$ cat src/rtl/sar_adc_pkg.sv
package sar_adc_pkg;
  localparam int unsigned RES_W    = 8;
  localparam int unsigned CH_W     = 3;
  localparam int unsigned CH_LSB   = 4;
  localparam int unsigned ADDR_W   = 16;
  localparam int unsigned PERIOD   = RES_W + 1;
  localparam int unsigned IDX_W    = $clog2(RES_W);
endpackage

$ cat src/rtl/adc_bus_decode.sv
module adc_bus_decode #(
  parameter int unsigned ADDR_W    = 16,
  parameter int unsigned DATA_W    = 8,
  parameter int unsigned CH_W      = 3,
  parameter int unsigned CH_LSB    = 4,
  parameter logic [ADDR_W-1:0] BASE_ADDR = 16'h1014
) (
  input  logic              clk_i,
  input  logic              rst_ni,
  input  logic [ADDR_W-1:0] addr_i,
  input  logic              wr_ni,
  input  logic              rd_ni,
  input  logic [DATA_W-1:0] data_i,
  output logic [CH_W-1:0]   chan_req_o,
  output logic              oe_o
);
  logic            hit;
  logic            ale_n;
  logic            ale_q;
  logic [CH_W-1:0] pend_q;

  assign hit   = (addr_i == BASE_ADDR);
  assign ale_n = ~(hit & ~wr_ni);
  assign oe_o  = hit & ~rd_ni;

  always_ff @(posedge clk_i or negedge rst_ni) begin
    if (!rst_ni) begin
      ale_q      <= 1'b1;
      pend_q     <= '0;
      chan_req_o <= '0;
    end else begin
      ale_q <= ale_n;
      if (!ale_n) pend_q <= data_i[CH_LSB +: CH_W];
      // commit on low-to-high of latch enable
      if (ale_n && !ale_q) chan_req_o <= pend_q;
    end
  end
endmodule

$ cat src/rtl/adc_sar_seq.sv
module adc_sar_seq #(
  parameter int unsigned RES_W = 8,
  parameter int unsigned CH_W  = 3
) (
  input  logic             clk_i,
  input  logic             rst_ni,
  input  logic             cmp_i,
  input  logic [CH_W-1:0]  chan_req_i,
  output logic [CH_W-1:0]  chan_sel_o,
  output logic [RES_W-1:0] dac_code_o,
  output logic [RES_W-1:0] result_o,
  output logic             eoc_o
);
  localparam int unsigned IDX_W = $clog2(RES_W);
  localparam logic [IDX_W-1:0] IDX_TOP = IDX_W'(RES_W - 1);

  logic             st_q;
  logic [IDX_W-1:0] idx_q;
  logic [RES_W-1:0] sar_q;
  logic [RES_W-1:0] trial;

  assign trial      = {{(RES_W-1){1'b0}}, 1'b1} << idx_q;
  assign dac_code_o = st_q ? sar_q : (sar_q | trial);
  assign eoc_o      = st_q;

  // st_q high = end flag looped back as start; reset forces it
  always_ff @(posedge clk_i or negedge rst_ni) begin
    if (!rst_ni) begin
      st_q       <= 1'b1;
      idx_q      <= IDX_TOP;
      sar_q      <= '0;
      result_o   <= '0;
      chan_sel_o <= '0;
    end else if (st_q) begin
      result_o   <= sar_q;
      sar_q      <= '0;
      idx_q      <= IDX_TOP;
      chan_sel_o <= chan_req_i;
      st_q       <= 1'b0;
    end else begin
      sar_q[idx_q] <= cmp_i;
      if (idx_q == '0) st_q  <= 1'b1;
      else             idx_q <= idx_q - 1'b1;
    end
  end
endmodule

$ cat src/rtl/sar_adc_ctrl.sv
module sar_adc_ctrl
  import sar_adc_pkg::*;
#(
  parameter logic [ADDR_W-1:0] BASE_ADDR = 16'h1014
) (
  input  logic              clk_i,
  input  logic              rst_ni,
  input  logic [ADDR_W-1:0] bus_addr_i,
  input  logic              bus_wr_ni,
  input  logic              bus_rd_ni,
  input  logic [RES_W-1:0]  bus_data_i,
  output logic [RES_W-1:0]  bus_data_o,
  output logic              bus_oe_o,
  output logic [CH_W-1:0]   chan_sel_o,
  output logic [RES_W-1:0]  dac_code_o,
  input  logic              cmp_i,
  output logic              eoc_o
);
  logic [CH_W-1:0] chan_req;

  adc_bus_decode #(
    .ADDR_W(ADDR_W), .DATA_W(RES_W), .CH_W(CH_W), .CH_LSB(CH_LSB),
    .BASE_ADDR(BASE_ADDR)
  ) i_dec (
    .clk_i, .rst_ni,
    .addr_i(bus_addr_i), .wr_ni(bus_wr_ni), .rd_ni(bus_rd_ni),
    .data_i(bus_data_i), .chan_req_o(chan_req), .oe_o(bus_oe_o)
  );

  adc_sar_seq #(.RES_W(RES_W), .CH_W(CH_W)) i_seq (
    .clk_i, .rst_ni, .cmp_i,
    .chan_req_i(chan_req), .chan_sel_o, .dac_code_o,
    .result_o(bus_data_o), .eoc_o
  );
endmodule

$ cat config.mk
export PLATFORM = sky130hd
export DESIGN_NAME = sar_adc_ctrl
export DESIGN_NICKNAME = d
export VERILOG_FILES = /design/src/rtl/sar_adc_pkg.sv /design/src/rtl/adc_bus_decode.sv /design/src/rtl/adc_sar_seq.sv /design/src/rtl/sar_adc_ctrl.sv
export SDC_FILE = /design/constraint.sdc
export NUM_CORES = 1
export LEC_CHECK = 0
export CAP_MARGIN = 25
export CELL_PAD_IN_SITES_DETAIL_PLACEMENT = 0
export CELL_PAD_IN_SITES_GLOBAL_PLACEMENT = 2
export CORE_MARGIN = 4
export CORE_UTILIZATION = 28
export CTS_BUF_LIST = sky130_fd_sc_hd__clkbuf_16
export DETAILED_ROUTE_END_ITERATION = 12
export PLACE_DENSITY_LB_ADDON = 0.1
export SKIP_CTS_REPAIR_TIMING = 1
export SYNTH_ARGS = -nofsm -noshare
export SYNTH_HDL_FRONTEND = slang
export SYNTH_HIERARCHICAL = 1
export SYNTH_SLANG_ARGS = --single-unit
export TNS_END_PERCENT = 30
$ cat constraint.sdc
create_clock -name clk_i -period 2.3 [get_ports clk_i]
set_input_delay 0.69 -clock clk_i [delete_from_list [all_inputs] [get_ports clk_i]]
set_output_delay 0.69 -clock clk_i [all_outputs]
set_load 0.005 [all_outputs]
---- Yosys cells after proc, flatten, opt, wreduce, memory -nomap -nowiden ----
Cells that the tools add are included.
cells by class
  $add $sub $neg .......................... 1
  magnitude comparators ................... 2
  equal/unequal tests ..................... 2
  shift operators ......................... 1
  mux-type cells .......................... 9
  bitwise logic cells ..................... 6
  reduce and logical (&&, ||, !) cells .... 4
operators by type and width
  operator                                                            number
  equality test 16 x 13 -> 1 bit (second input constant)              1
  2-to-1 mux 8 bit                                                    2
  bitwise mux 8 bit                                                   1
  OR 8 bit                                                            1
  << shifter 1 x 3 -> 8 bit (first input constant)                    1
  2-to-1 mux 3 bit                                                    2
  less-than comparator 3 x 4 -> 1 bit (second input constant)         1
  demux 1 bit (select 3 bit)                                          1
  greater-or-equal comparator 3 x 1 -> 1 bit (second input constant)  1
  logical NOT 3 bit                                                   1
  2-to-1 mux 1 bit                                                    3
  inverter 1 bit                                                      3
  subtractor 3 x 1 -> 3 bit (second input constant)                   1
  bitwise AND 1 bit                                                   2
  logical AND 1 bit                                                   2
  inequality test 2 x 1 -> 1 bit (second input constant)              1
  logical NOT 1 bit                                                   1
storage, ports and cells
  bits in registers ....................... 30
  input port bits ......................... 29
  output and inout port bits .............. 21
  logic and storage cells ................. 33

---- Depth between registers and ports, before layout ----
  word-level depth ........................ 6
  mapped depth ............................ 6
  gate-level depth less buffers ........... 5

---- By module ----
Netlist, hierarchy kept.
modules (own cells, without submodules)
  module          times used  cells an instance  area each (um^2)  seq. area each (um^2)
  adc_sar_seq     1           92                 1,117.3           580.6
  adc_bus_decode  1           22                 342.8             176.4

---- Worst setup path after synthesis ----
OpenSTA, ideal clock, no wires.
  path kind ............................... register to output
  start ................................... register i_seq.idx_q[1]
  end ..................................... output port dac_code_o[0]
  data arrival time ....................... 1.351 ns
  data required time ...................... 1.610 ns
  slack ................................... 0.259 ns
  cell stages (with the launch flop) ...... 6
  path buffers ............................ 1
  cell sequence ........................... dfstp_2 buf_2 inv_1 ha_1 and2_1 or2_1
between the ends
  longest elaborated chain between the ends .. 3
RTL lines
  what                       line                RTL
  start: declaration         adc_sar_seq.sv:18   logic [IDX_W-1:0] idx_q;
  start signal: assignment   adc_sar_seq.sv:43   else idx_q <= idx_q - 1'b1;
  << shifter 1 x 3 -> 8 bit  adc_sar_seq.sv:22   assign trial = {{(RES_W-1){1'b0}}, 1'b1} << idx_q;
  OR 8 bit                   adc_sar_seq.sv:23   assign dac_code_o = st_q ? sar_q : (sar_q | trial);
  2-to-1 mux 8 bit           adc_sar_seq.sv:23
  end: declaration           sar_adc_ctrl.sv:15  output logic [RES_W-1:0] dac_code_o,
No other way between the ends.

---- Final worst setup path ----
  start ................................... register i_seq.idx_q[0]
  end ..................................... output port dac_code_o[1]
Same word-level chain as after synthesis.

==> impl.org <==
** Run status
- Status :: finished with violations
- The checks that failed: setup timing.

** Hold path
- Counting instances, the worst hold path has a depth of 1.
- Type of the worst min-delay path :: flop to flop
- Worst hold endpoint :: i_seq/chan_sel_o[1]$_DFFE_PN0P_
- Worst hold path startpoint :: i_seq/chan_sel_o[1]$_DFFE_PN0P_

** Detailed routing
- Overall routed net length :: 3.433 mm
- After detailed routing, the average wire length per cell comes to 14.01 µm.
- For this run, the detailed router's first-pass iteration total came to 6.
- The highest layer touched by signal routing is met4.
- After the first detailed-routing iteration, the DRC count stood at 33.
- Wl on met1 :: 1.629 mm
- In the routed layout, each cell is associated on average with a via count of 4.306.
- Number of vias after detailed routing :: 1055
- Residual DRC count :: 0
- The routed design uses 254 µm of met3 wire.
- In the detailed route, the total length drawn on met2 is 1.495 mm.
- The count of nets left with antenna violations once routing finished came out at 0.

** Logic synthesis
- Ranked by total cell area, the synthesized netlist is headed by sky130_fd_sc_hd__dfrtp_1, sky130_fd_sc_hd__mux2_2, sky130_fd_sc_hd__dfstp_2, sky130_fd_sc_hd__mux2i_1, sky130_fd_sc_hd__ha_1.
- After synthesis, the largest family of logic cells by area is multiplexers.
- Summing the areas of all and, or, nand and nor instances in the mapped netlist gives 15.08% of the synthesized area.
- The synthesized netlist devotes 6.427% of its cell area to compound gates.
- After Yosys synthesis, full adders, half adders and majority gates account for 4.284% of the synthesized area.
- Gate count of the mapped netlist :: 114
- Sequential cells were found to cover 51.84% of the synthesized design area.
- In the synthesized netlist the dominant register cell turns out to be sky130_fd_sc_hd__dfrtp_1.
- Area share of the leading cell type in the synthesized netlist :: 42.84%
- Yosys reg bits :: 30
- Area share of xor/xnor cells in the synthesized design :: 0.5998%
- Share of async-settable or async-resettable flops after synthesis :: 100.0%
- Mux share of post-synthesis cell area :: 17.91%
- Distinct cell type count of the synthesized netlist :: 34
- The number of nets handed over by synthesis was 148.
- In this run, synthesis inferred 0 flip-flops with an integrated enable.
- Total of warnings raised by yosys :: 6
- After synthesis, the mean cell area works out to 12.81 µm².
- Cell type with the largest total area after synthesis :: sky130_fd_sc_hd__dfrtp_1
- The mapped netlist covers 0.001460 mm².

** Layout
- Area grow syn2layout :: 52.10%
- For this run, the number of standard cells in the final layout without fillers is 245.
- Ratio of cells with drive above 1 in the final layout :: 33.91%
- Post-Layout Inst Area :: 0.002221 mm²
- The final layout contains 207 nets.

** Timing
- Across all setup checks in the final design, the least slack found is -0.2087 ns.
- Worst slew margin relative to its limit :: 74.05%
- For the final database, setup skew stands at 0.004290 ns.
- Period Utilization, post-route :: 109.1%
- Period minus WS final :: 2.509 ns
- The max-slew violation count was 0.
- Final number of setup-violating endpoints :: 6
- Setup total negative slack :: -1.135 ns
- On the final layout, the worst hold slack is 0.5042 ns.
- For the pin with the worst max-slew slack, the measured transition is 0.3892 ns.
- Setup repair after global routing missed its margin :: true
- Hold Vio Cnt, Final :: 0
- Timing would allow up to 398.6 MHz.

** Power and ir drop
- Static leakage power :: 0.001072 µW
- Clock power frac :: 48.9%
- Net switching power figure :: 251.0 µW
- Sequential group share of total power :: 43.7%
- Combinational cell fraction of total power :: 7.3%
- Internal :: 991.7 µW
- Peak supply drop :: 0.0003627 V
- Power density normalized to cell area :: 559.5 mW/mm²
- Switching share of power :: 20.20%

** Die
- Die footprint :: 0.006434 mm²
- For this configuration, the core starts out at a cell density of 28.77%.
- Die outline height :: 80.22 µm
- Die Wd :: 80.22 µm
- Ports :: 50
- Placeable core region :: 0.005075 mm²
- Row Count :: 26

** Worst setup path
- Type of element capturing the critical path :: output port
- The worst setup path is launched from a flop.
- The worst register-to-register path ends at i_seq/idx_q[0]$_DFFE_PN1P_.
- STA puts the critical path data arrival time at 1.82 ns.
- The setup check on the worst reg-to-reg path leaves a slack of 0.96 ns.
- Max FO, Critical Path :: 10
- Crit path kind :: flop to output port
- The critical path contains buffers and inverters numbering 2 combined.
- Stage delay of the slowest cell on the critical path :: 0.52 ns
- CP cell instances :: buf_4 -> ha_1 -> a31o_2 -> clkdlybuf4s50_1
- In this design, the largest share of critical-path delay is due to buffers and inverters.
- Worst flop-to-flop path startpoint :: i_seq/idx_q[0]$_DFFE_PN1P_
- Crit-path slowest cell :: sky130_fd_sc_hd__dfstp_2
- Counting cells, the worst reg-to-reg path comes to 6.
- Data on the critical path is required at its endpoint by 1.61 ns.

** Global route
- Initial antenna violation count :: 1
- For this run, the total global-route usage over all layers was measured as 11.74%.
- The number of global-route vias before repair came to 1205.
- Summed over all layers, the global routing overflow is 0.
- The first global-routing pass estimated 5.782 mm of wire.
- Entering global routing, the biggest net connects 31 pins.

** Placed design
- Summed over all nets, the half-perimeter wirelength after detailed placement is 2.507 mm.
- After detailed placement, the total cell area comes to 0.002056 mm².
- GPL Wtd Cong :: 0.8051
- Once placement completed, the tool counted placed cells totaling 236.
- IO buf count :: 44

** CTS
- Htree depth :: 2
- Clock-pin slew was measured on the worst setup and hold paths at 0.05 ns.
- For this design, the sink count on the clock tree is 30.
- The clock reaches the later pin of the worst-skew pair after 0.27 ns.
- TritonCTS built the clock tree.
- The cell sitting at the root of the clock tree is a sky130_fd_sc_hd__clkbuf_16.
- Cts bufs inserted :: 5
- Maximum buffer depth of the clock tree :: 2

** Job
- Max cap viols :: 0
## cells in the final DEF (no fill, tap or decap), drive strengths merged, types with 3 or more instances in the layout
master,Yosys,layout
nor2,12,12
dfstp,5,5
clkbuf,1,6
mux2i,7,7
a21o,5,5
dfrtp,25,25
ha,5,5
buf,5,14
clkdlybuf4s50,0,38
nand3b,3,3
inv,5,5
dlymetal6s2s,0,5
nand2,3,3
mux2,17,17
## Yosys cell counts (2+ instances only)
master / instances
sky130_fd_sc_hd__a21o_1: 5
sky130_fd_sc_hd__a31o_2: 2
sky130_fd_sc_hd__buf_2: 3
sky130_fd_sc_hd__dfrtp_1: 25
sky130_fd_sc_hd__dfstp_2: 5
sky130_fd_sc_hd__ha_1: 5
sky130_fd_sc_hd__inv_1: 4
sky130_fd_sc_hd__mux2_2: 17
sky130_fd_sc_hd__mux2i_1: 7
sky130_fd_sc_hd__nand2_1: 3
sky130_fd_sc_hd__nand3b_1: 3
sky130_fd_sc_hd__nor2_1: 11
sky130_fd_sc_hd__nor3b_2: 2
sky130_fd_sc_hd__o211ai_1: 2
## power by group through the flow
stage	sequential, µW	combinational [µW]	clock [µW]
floorplan	552	15.6	0
global placement	551	90.8	0
CTS	543	91.9	628
global route	544	99.7	655
detailed placement	552	91.1	0
finish	543	91.3	608
## cells by family after synthesis
kind of cell | Yosys count
AND/OR/NAND/NOR | 31
flip-flops | 30
multiplexers | 24
AO/OA/AOI/OAI | 12
buffers and inverters | 11
adder cells (fa/ha/maj) | 5
XOR/XNOR | 1
## state kept, by name, indices dropped and copies added (netlist names)
name / cells
i_seq/sar_q: 8
i_dec/pend_q: 3
i_seq/result_o: 8
i_seq/eoc_o: 1
i_dec/chan_req_o: 3
i_seq/idx_q: 3
i_seq/chan_sel_o: 3
i_dec/ale_q: 1
## per-layer routing
layer  vias to the layer above  track usage (%)
li1                        516                -
met5                         -                0
met4                         0            4.054
met1                       492            14.69
met3                         5            5.045
met2                        42            18.05
## final cells by class
cell class	count	area, µm²
fill	494	2854
sequential	30	757.0
multi-input combinational	73	660.6
timing repair buffer	58	553.0
clock buffer	5	125.1
tap	70	87.58
inverter	5	18.77
clock inverter	3	16.27
antenna	1	2.502
## worst max path at each step
stage | from | to | cells after the start
6_report | i_seq/idx_q[0]$_DFFE_PN1P_ | dac_code_o[1] | 4
5_1_grt | bus_addr_i[14] | bus_oe_o | 5
4_1_cts | bus_addr_i[15] | bus_oe_o | 5
3_5_place_dp | bus_addr_i[15] | bus_oe_o | 5
3_3_place_gp | bus_addr_i[15] | bus_oe_o | 5
2_1_floorplan | i_seq/idx_q[1]$_DFFE_PN1P_ | dac_code_o[0] | 5
## per-stage QoR
step	utilization [%]	worst slack, ns	total power (µW)
2_1_floorplan	-	0.2589	567.3
3_3_place_gp	40.51	-0.5657	642.0
3_5_place_dp	40.51	-0.5875	643.0
4_1_cts	43.29	-0.6005	1263
5_1_grt	43.76	-0.2716	1299
6_report	43.76	-0.2087	1243
(Power assumes the default switching activity.)
